File: config.mk
export PLATFORM = sky130hd
export DESIGN_NAME = pwm_evt
export DESIGN_NICKNAME = d
export VERILOG_FILES = /design/src/rtl/pwm_evt_pkg.sv /design/src/rtl/pwm_evt_regs.sv /design/src/rtl/pwm_evt_prescale.sv /design/src/rtl/pwm_evt_counter.sv /design/src/rtl/pwm_evt_wave.sv /design/src/rtl/pwm_evt.sv
export SDC_FILE = /design/constraint.sdc
export NUM_CORES = 1
export LEC_CHECK = 0
export CAP_MARGIN = 20
export CORE_MARGIN = 2
export CORE_UTILIZATION = 45
export DETAILED_ROUTE_END_ITERATION = 10
export DONT_BUFFER_PORTS = 1
export GPL_ROUTABILITY_DRIVEN = 0
export PLACE_DENSITY = 0.56
export RECOVER_POWER = 25
export SYNTH_ARGS = -nofsm -noshare
export SYNTH_HDL_FRONTEND = slang
export SYNTH_SLANG_ARGS = --single-unit
File: constraint.sdc
create_clock -name clk -period 4.95 [get_ports clk]
set_clock_uncertainty 0.15 [all_clocks]
set_input_delay 0.2475 -clock clk [delete_from_list [all_inputs] [get_ports clk]]
set_output_delay 0.2475 -clock clk [all_outputs]
set_load 0.05 [all_outputs]
File: src/rtl/pwm_evt_pkg.sv
// Package: shared types for the event-action PWM channel.
// Assumes: action codes are fixed at two bits and used by all submodules.
package pwm_evt_pkg;

    typedef enum logic [1:0] {
        ACT_NONE   = 2'd0,
        ACT_LOW    = 2'd1,
        ACT_HIGH   = 2'd2,
        ACT_TOGGLE = 2'd3
    } act_e;

    localparam logic [2:0] ADR_CTRL = 3'd0;
    localparam logic [2:0] ADR_PSC  = 3'd1;
    localparam logic [2:0] ADR_TOP  = 3'd2;
    localparam logic [2:0] ADR_CMP  = 3'd3;
    localparam logic [2:0] ADR_ACT  = 3'd4;

endpackage

File: src/rtl/pwm_evt_regs.sv
// Module: write-only register file of the PWM channel.
// Holds control bits, prescaler, the holding copies of top/compare, and
// the four event actions. Assumes PSC_W and CNT_W do not exceed DATA_W.
module pwm_evt_regs
    import pwm_evt_pkg::*;
#(
    parameter int ADDR_W = 3,
    parameter int DATA_W = 16,
    parameter int PSC_W  = 8,
    parameter int CNT_W  = 16
) (
    input  logic              clk,
    input  logic              rst_n,
    input  logic              wr_en,
    input  logic [ADDR_W-1:0] wr_addr,
    input  logic [DATA_W-1:0] wr_data,
    output logic              ch_en,
    output logic              ch_start,
    output logic              out_en,
    output logic [PSC_W-1:0]  psc,
    output logic [CNT_W-1:0]  top_hold,
    output logic [CNT_W-1:0]  cmp_hold,
    output act_e              act_zero,
    output act_e              act_cup,
    output act_e              act_cdn,
    output act_e              act_per
);

    // Decode a write into the addressed register.
    always_ff @(posedge clk) begin
        if (!rst_n) begin
            ch_en    <= 1'b0;
            ch_start <= 1'b0;
            out_en   <= 1'b0;
            psc      <= '0;
            top_hold <= '0;
            cmp_hold <= '0;
            act_zero <= ACT_NONE;
            act_cup  <= ACT_NONE;
            act_cdn  <= ACT_NONE;
            act_per  <= ACT_NONE;
        end else if (wr_en) begin
            case (3'(wr_addr))
                ADR_CTRL: begin
                    ch_en    <= wr_data[0];
                    ch_start <= wr_data[1];
                    out_en   <= wr_data[2];
                end
                ADR_PSC: psc      <= wr_data[PSC_W-1:0];
                ADR_TOP: top_hold <= wr_data[CNT_W-1:0];
                ADR_CMP: cmp_hold <= wr_data[CNT_W-1:0];
                ADR_ACT: begin
                    act_zero <= act_e'(wr_data[1:0]);
                    act_cup  <= act_e'(wr_data[3:2]);
                    act_cdn  <= act_e'(wr_data[5:4]);
                    act_per  <= act_e'(wr_data[7:6]);
                end
                default: ;
            endcase
        end
    end

endmodule

File: src/rtl/pwm_evt_prescale.sv
// Module: clock prescaler producing a one-clock step tick.
// Emits tick once every (psc+1) clocks while running; idle counter sits
// at zero when stopped. Uses >= so a lowered psc never stalls the count.
module pwm_evt_prescale #(
    parameter int PSC_W = 8
) (
    input  logic             clk,
    input  logic             rst_n,
    input  logic             running,
    input  logic [PSC_W-1:0] psc,
    output logic             tick
);

    logic [PSC_W-1:0] div_q;

    // Tick when the divider has reached the programmed value.
    assign tick = running && (div_q >= psc);

    // Advance the divider, restarting at each tick.
    always_ff @(posedge clk) begin
        if (!rst_n || !running) div_q <= '0;
        else if (tick)          div_q <= '0;
        else                    div_q <= div_q + 1'b1;
    end

endmodule

File: src/rtl/pwm_evt_counter.sv
// Module: up-counter 0..top with working copies of top and compare.
// Working copies load from the holding registers while stopped and at wrap.
module pwm_evt_counter #(
    parameter int CNT_W = 16
) (
    input  logic             clk,
    input  logic             rst_n,
    input  logic             running,
    input  logic             tick,
    input  logic [CNT_W-1:0] top_hold,
    input  logic [CNT_W-1:0] cmp_hold,
    output logic [CNT_W-1:0] cnt,
    output logic [CNT_W-1:0] top_act,
    output logic [CNT_W-1:0] cmp_act,
    output logic             wrap
);

    // Wrap happens on the tick that leaves the top count.
    assign wrap = tick && (cnt == top_act);

    // Step the counter on each tick.
    always_ff @(posedge clk) begin
        if (!rst_n || !running) cnt <= '0;
        else if (wrap)          cnt <= '0;
        else if (tick)          cnt <= cnt + 1'b1;
    end

    // Refresh working top/compare only when stopped or at wrap.
    always_ff @(posedge clk) begin
        if (!rst_n) begin
            top_act <= '0;
            cmp_act <= '0;
        end else if (!running || wrap) begin
            top_act <= top_hold;
            cmp_act <= cmp_hold;
        end
    end

endmodule

File: src/rtl/pwm_evt_wave.sv
// Module: event detector and action-table output register.
// Events are evaluated once per count, in the clock after the count is
// entered. Priority: compare-up > compare-down > period > zero; an event
// set to none yields. Output is forced low when not running.
module pwm_evt_wave
    import pwm_evt_pkg::*;
#(
    parameter int CNT_W = 16
) (
    input  logic             clk,
    input  logic             rst_n,
    input  logic             running,
    input  logic             tick,
    input  logic [CNT_W-1:0] cnt,
    input  logic [CNT_W-1:0] top_act,
    input  logic [CNT_W-1:0] cmp_act,
    input  act_e             act_zero,
    input  act_e             act_cup,
    input  act_e             act_cdn,
    input  act_e             act_per,
    output logic             evt,
    output logic             wave
);

    localparam logic DIR_UP = 1'b1;

    logic run_q, tick_q;
    logic ev_zero, ev_per, ev_cup, ev_cdn;
    act_e sel;

    // Remember the run state and the tick so the new count is seen once.
    always_ff @(posedge clk) begin
        if (!rst_n || !running) begin
            run_q  <= 1'b0;
            tick_q <= 1'b0;
        end else begin
            run_q  <= 1'b1;
            tick_q <= tick;
        end
    end

    assign evt     = running && (!run_q || tick_q);
    assign ev_zero = (cnt == '0);
    assign ev_per  = (cnt == top_act);
    assign ev_cup  = (cnt == cmp_act) && DIR_UP;
    assign ev_cdn  = (cnt == cmp_act) && !DIR_UP;

    // Pick the action of the highest-priority event that does something.
    always_comb begin
        sel = ACT_NONE;
        if (ev_zero && act_zero != ACT_NONE) sel = act_zero;
        if (ev_per  && act_per  != ACT_NONE) sel = act_per;
        if (ev_cdn  && act_cdn  != ACT_NONE) sel = act_cdn;
        if (ev_cup  && act_cup  != ACT_NONE) sel = act_cup;
    end

    // Apply the selected action to the waveform register.
    always_ff @(posedge clk) begin
        if (!rst_n || !running) wave <= 1'b0;
        else if (evt) begin
            case (sel)
                ACT_LOW:    wave <= 1'b0;
                ACT_HIGH:   wave <= 1'b1;
                ACT_TOGGLE: wave <= ~wave;
                default:    wave <= wave;
            endcase
        end
    end

endmodule

File: src/rtl/pwm_evt.sv
// Module: top of the single-channel event-action PWM.
// Wires register file, prescaler, counter and waveform stage together and
// gates the pin with the output enable. Assumes a single clock domain.
module pwm_evt
    import pwm_evt_pkg::*;
#(
    parameter int ADDR_W = 3,
    parameter int DATA_W = 16,
    parameter int PSC_W  = 8,
    parameter int CNT_W  = 16
) (
    input  logic              clk,
    input  logic              rst_n,
    input  logic              wr_en,
    input  logic [ADDR_W-1:0] wr_addr,
    input  logic [DATA_W-1:0] wr_data,
    output logic              pwm_o
);

    logic             ch_en, ch_start, out_en, running, tick, wrap, evt, wave;
    logic [PSC_W-1:0] psc;
    logic [CNT_W-1:0] top_hold, cmp_hold, cnt, top_act, cmp_act;
    act_e             act_zero, act_cup, act_cdn, act_per;

    assign running = ch_en && ch_start;
    assign pwm_o   = wave && out_en;

    pwm_evt_regs #(.ADDR_W(ADDR_W), .DATA_W(DATA_W), .PSC_W(PSC_W), .CNT_W(CNT_W)) u_regs (
        .clk(clk), .rst_n(rst_n), .wr_en(wr_en), .wr_addr(wr_addr), .wr_data(wr_data),
        .ch_en(ch_en), .ch_start(ch_start), .out_en(out_en), .psc(psc),
        .top_hold(top_hold), .cmp_hold(cmp_hold),
        .act_zero(act_zero), .act_cup(act_cup), .act_cdn(act_cdn), .act_per(act_per)
    );

    pwm_evt_prescale #(.PSC_W(PSC_W)) u_psc (
        .clk(clk), .rst_n(rst_n), .running(running), .psc(psc), .tick(tick)
    );

    pwm_evt_counter #(.CNT_W(CNT_W)) u_cnt (
        .clk(clk), .rst_n(rst_n), .running(running), .tick(tick),
        .top_hold(top_hold), .cmp_hold(cmp_hold),
        .cnt(cnt), .top_act(top_act), .cmp_act(cmp_act), .wrap(wrap)
    );

    pwm_evt_wave #(.CNT_W(CNT_W)) u_wave (
        .clk(clk), .rst_n(rst_n), .running(running), .tick(tick),
        .cnt(cnt), .top_act(top_act), .cmp_act(cmp_act),
        .act_zero(act_zero), .act_cup(act_cup), .act_cdn(act_cdn), .act_per(act_per),
        .evt(evt), .wave(wave)
    );

endmodule

# Yosys cells after proc, flatten, opt, wreduce, memory -nomap -nowiden

Cells that the tools add are included.

Register bits after elaboration: 108
Bits of input ports: 22
Output and inout port bits: 1

Add/sub/neg operators: 2
$lt $le $gt $ge: 1
Equality and inequality tests: 9
Multiplexer cells: 5
Bitwise operators: 1
Reductions and logical operators: 28

Operators by type and width:

| kind                                           | number |
|---|---|
| == test 16 bit                                 | 2 |
| adder 16 x 1 -> 16 bit (second input constant) | 1 |
| logical NOT 16 bit                             | 1 |
| AND reduction 2 bit                            | 6 |
| adder 8 x 1 -> 8 bit (second input constant)   | 1 |
| >= comparator 8 bit                            | 1 |
| logical AND 1 bit                              | 8 |
| == test 3 x 2 -> 1 bit (second input constant) | 2 |
| 2-to-1 mux 2 bit                               | 3 |
| nonzero test 2 bit                             | 3 |
| == test 2 bit (second input constant)          | 2 |
| OR reduction 2 bit                             | 2 |
| == test 3 x 1 -> 1 bit (second input constant) | 1 |
| == test 3 bit (second input constant)          | 1 |
| logical NOT 1 bit                              | 3 |
| logical NOT 3 bit                              | 1 |
| logical OR 1 bit                               | 3 |
| case mux 1 bit (3 select lines)                | 1 |
| nonzero test 3 bit                             | 1 |
| == test 2 x 1 -> 1 bit (second input constant) | 1 |
| 2-to-1 mux 1 bit                               | 1 |
| NOT 1 bit                                      | 1 |

# Logic depth before layout (Yosys ltp)

Word-level depth: 8
Mapped depth: 9
Gate-level depth less buffers: 8

# Cells and area by module

From an unflattened synthesis, not the netlist that was laid out.

Cell total of the unflattened synthesis: 651
Area total of the unflattened synthesis: 5,893.2 um2

Modules (own cells, without submodules):

| module           | instances | cells each | area an instance (um2) | sequential area each (um2) |
|---|---|---|---|---|
| pwm_evt_counter  | 1         | 335        | 2,861.5                | 960.9 |
| pwm_evt_regs     | 1         | 187        | 1,916.8                | 1,021.0 |
| pwm_evt_wave     | 1         | 68         | 576.8                  | 60.1 |
| pwm_evt_prescale | 1         | 59         | 525.5                  | 160.2 |
| pwm_evt          | 1         | 2          | 12.5                   | 0.0 |

# Worst setup path after synthesis

Ideal clock, no wire load.

Kind: register to register
Start point: register u_psc.div_q[0]
End point: register u_cnt.cmp_act[0]
Setup time: 0.072 ns
Arrival time: 2.075 ns
Setup slack: 2.653 ns
Stages on the path, launching flop included: 10
Cell sequence: dfxtp_1 inv_1 ha_1 nand2b_1 a2111o_1 a21oi_2 o21ai_2 a21oi_4 buf_6 mux2i_1

Cells in the longest elaborated chain, start to end: 4

RTL lines:

| item                   | line                   | RTL |
|---|---|---|
| start, declared        | pwm_evt_prescale.sv:14 | `logic [PSC_W-1:0] div_q;` |
| start signal, assigned | pwm_evt_prescale.sv:23 | `else div_q <= div_q + 1'b1;` |
| >= comparator 8 bit    | pwm_evt_prescale.sv:17 | `assign tick = running && (div_q >= psc);` |
| logical AND 1 bit      | pwm_evt_prescale.sv:17 |  |
| logical AND 1 bit      | pwm_evt_counter.sv:19  | `assign wrap = tick && (cnt == top_act);` |
| logical OR 1 bit       | pwm_evt_counter.sv:33  | `end else if (!running \|\| wrap) begin` |
| end signal, assigned   | pwm_evt_counter.sv:35  | `cmp_act <= cmp_hold;` |
| end, declared          | pwm_evt_counter.sv:14  | `output logic [CNT_W-1:0] cmp_act,` |

Every way passes these cells.
A chain may end at the register's enable or synchronous reset.

# Worst setup path in the final report

Start point: register u_psc.div_q[0]
End point: register u_cnt.cmp_act[12]

Same word-level chain as after synthesis.

==> results.md <==
* Peak supply drop at 0.161 mV
* Sequential Power Share at 59.6%
* DR DRC count at 0
* Fmax at 368 MHz
* Final instance area at 5460 um^2
* Placed Instance Area at 5040 um^2
* Via count at 3753
* Worst hold path class: input pin to register
* RSZ-0062 raised after global routing: no
* All-Layer GR Usage at 19.6%
* DR WL/cell at 15.1 um
* CTS Buf Count at 9
* FF-to-FF path depth at 9
* Final Cycle Share at 54.9%
* Setup WS pre-CTS at 2.25 ns
* Die W at 110 um
* Clock-pin slew on the worst setup and hold paths at 0.11 ns
* Worst slew margin at 30.3%
* Synth Instances at 587
* Die H at 110 um
* Fillcell total at 1070
* Lkg Pwr at 1.95 nW
* Gr ovfl total at 0
* Clock Latency Late Sink at 0.38 ns
* Layout cell share with drive strength beyond 1 at 4.60%
* Synth Cell Area at 5040 um^2
* Root Buffer: clkbuf_8
* Share of the synthesized area in the top cell type at 42.9%
* TritonCTS clock tree: built
* Post-DP HPWL at 7850 um
* Initial antenna violation count at 0
* Detailed Routing Iterations Pass 1 at 4
* Synth Register Bits at 108
* Setup-failing EPs final at 0
* Status: complete, no violations
* Area Growth Syn to Fin at 8.34%
* Largest area contributor in the netlist: dfxtp_1
* Final Hold Fails at 0
* Ant diodes at 0
* Largest net degree at the start of global routing at 113
* EDFF count, synth at 0
* CTS HTree Levels at 3
* Clock sink count at 108
* Core footprint at 10900 um^2
* # Max-Cap Violations at 0
* Commonest register cell after synthesis: dfxtp_1
* Global-route wire length before repair at 18200 um
* Slew Limit Fails at 0
* Register area share after synthesis at 42.9%
* Clock power share at 35.0%
* Yosys cell types at 47
* Combinational power share at 5.4%
* Pint at 1.11 mW
* Arr. time, crit path at 2.87 ns
* First-iteration detailed-routing DRC count at 191
* Post-CTS Setup Bufs at 0
* # IOs at 23
* Initial Util at 46.3%
* Syn nets at 620
* Avg Cell Area, Syn at 8.59 um^2
* CTS max path bufs at 2
* Top cells by area, synth: dfxtp_1, nand2_1, mux2i_1
* Setup crit start kind: register
* Hold Crit Depth at 2
* CP required at 5.11 ns
* Input/output buffers at 0
* PwrDens at 273 nW/um^2
* WS Path Type: register to register
* DIE AREA at 12100 um^2
* CP Capture Type: register
* Sw Share at 25.4%
* FP Rows at 38
* Layout Nets at 615
* Period minus WS final at 2.72 ns
* Synthesis warning total at 0
* Setup_tns at 0 ns
* NetSw at 0.378 mW
* Worst Slack Setup Final at 2.23 ns
* Post-Route WL at 11000 um
* Least-Margin Pin Slew at 1.04 ns
* Post-route ant nets at 0
* Vias in the first global route at 3492
* Via density at 5.16
* Share of synthesized registers carrying an async set or reset at 0%
* CP max FO at 32
critical path: stages, from the launching register on:
cell,delay [ns]
dfxtp_1,0.40
inv_1,0.06
ha_1,0.26
nand2b_1,0.14
a2111o_1,0.43
a21oi_2,0.20
o21ai_2,0.13
a21oi_4,0.14
buf_4,0.47
mux2i_1,0.25
layer usage:
layer	track usage, %	part of all wire [%]	vias to the layer above
met1	28.1	50	1751
li1	-	-	1945
met3	4.03	2.8	4
met2	29.7	47	53
met5	0	0	-
met4	5.52	0.59	0
cell usage in the layout (no fill, tap or decap), types with 2 or more instances in the layout:
cell / netlist / layout
inv_1: 14 / 14
o211ai_1: 5 / 5
dlygate4sd3_1: 0 / 20
clkbuf_8: 0 / 9
inv_6: 0 / 2
a21boi_0: 40 / 40
nand2_1: 154 / 154
o21a_1: 3 / 3
nand4_1: 5 / 5
a21oi_1: 10 / 10
and3_1: 6 / 6
nand3_1: 12 / 12
o21ai_0: 11 / 11
and2_1: 4 / 4
or2_0: 1 / 2
nor2b_1: 10 / 10
nor3_1: 2 / 3
ha_1: 11 / 11
buf_4: 1 / 2
a21oi_2: 2 / 2
mux2i_1: 41 / 41
or3_1: 6 / 6
nor2_1: 23 / 23
nand2b_1: 2 / 2
nor4_1: 10 / 10
clkinv_4: 0 / 3
o2111ai_1: 2 / 2
xnor2_1: 4 / 4
dfxtp_1: 108 / 108
xor2_1: 42 / 42
and4_1: 2 / 2
power groups by stage:
stage,Clock (mW),Sequential (mW),Combinational [mW]
after floorplan,0,0.905,0.0511
after global placement,0,0.907,0.0483
after detailed placement,0,0.907,0.0495
after CTS,0.539,0.887,0.0813
after global routing,0.576,0.889,0.0898
final,0.522,0.887,0.0804
path summary, 6_finish.rpt:
kind	start	end	slack, ns
worst max-delay path	u_psc.div_q[0]$_SDFF_PP0_	u_cnt.cmp_act[12]$_SDFFE_PN0P_	2.23
worst min register to register	u_regs.cmp_hold[10]$_SDFFE_PN0P_	u_cnt.cmp_act[10]$_SDFFE_PN0P_	0.31
worst max register to register	u_psc.div_q[0]$_SDFF_PP0_	u_cnt.cmp_act[12]$_SDFFE_PN0P_	2.23
worst min-delay path	rst_n	u_cnt.cnt[14]$_SDFFE_PP0P_	0.06
kinds of logic after synthesis:
group / share of synthesized area [%]
compound gates: 12.0
mux: 8.14
flops: 42.9
simple gates: 21.5
buf+inv: 4.76
xor+xnor: 7.99
fa+ha+maj: 2.73
stage by stage:
stage / utilization, % / hold WS (ns) / power [mW] / cells
after floorplan: - / 0.242 / 0.956 / 587
after global placement: 46.3 / 0.245 / 0.955 / 690
after detailed placement: 46.3 / 0.251 / 0.957 / 690
after CTS: 50.2 / 0.0286 / 1.51 / 727
after global routing: 50.2 / 0.0593 / 1.55 / 727
final: 50.2 / 0.0590 / 1.49 / 727
synthesized netlist by cell type, drive strengths merged (2+ instances only):
cell type and count:
a21boi 40, a21oi 13, and2 4, and3 6, and4 2, buf 11
clkbuf 28, dfxtp 108, ha 11, inv 14, mux2i 41, nand2 155
nand2b 2, nand3 12, nand4 5, nor2 23, nor2b 10, nor3 3
nor4 10, o2111ai 2, o211ai 6, o21a 3, o21ai 12, or2 3
or3 6, or4 2, xnor2 4, xor2 42
sequential cells by signal, indices dropped and copies added (netlist names):
register	cells
u_cnt.cmp_act	16
u_cnt.cnt	16
u_cnt.top_act	16
u_psc.div_q	8
u_regs.act_cup	2
u_regs.act_per	2
u_regs.act_zero	2
u_regs.ch_en	1
u_regs.ch_start	1
u_regs.cmp_hold	16
u_regs.out_en	1
u_regs.psc	8
u_regs.top_hold	16
u_wave.run_q	1
u_wave.tick_q	1
u_wave.wave	1
repair_timing:
action / CTS / global route
resized for setup: 0 / 0
hold endpoints to repair: 82 / 0
endpoints found under the setup margin: 0 / 0
hold buffers: 21 / 0
layout make-up:
type                    instances  area (um^2)  share of cell area (%)
flip-flops and latches        108         2160                    39.6
multi-input cells             426         2640                    48.2
repair buffers                 23          243                    4.44
inverters                      14         52.6                   0.962
well taps                     140          175                    3.21
clock buffers                   9          124                    2.27
clock inverters                 7         71.3                    1.31
No activity file was read; power rests on OpenSTA's default activity.
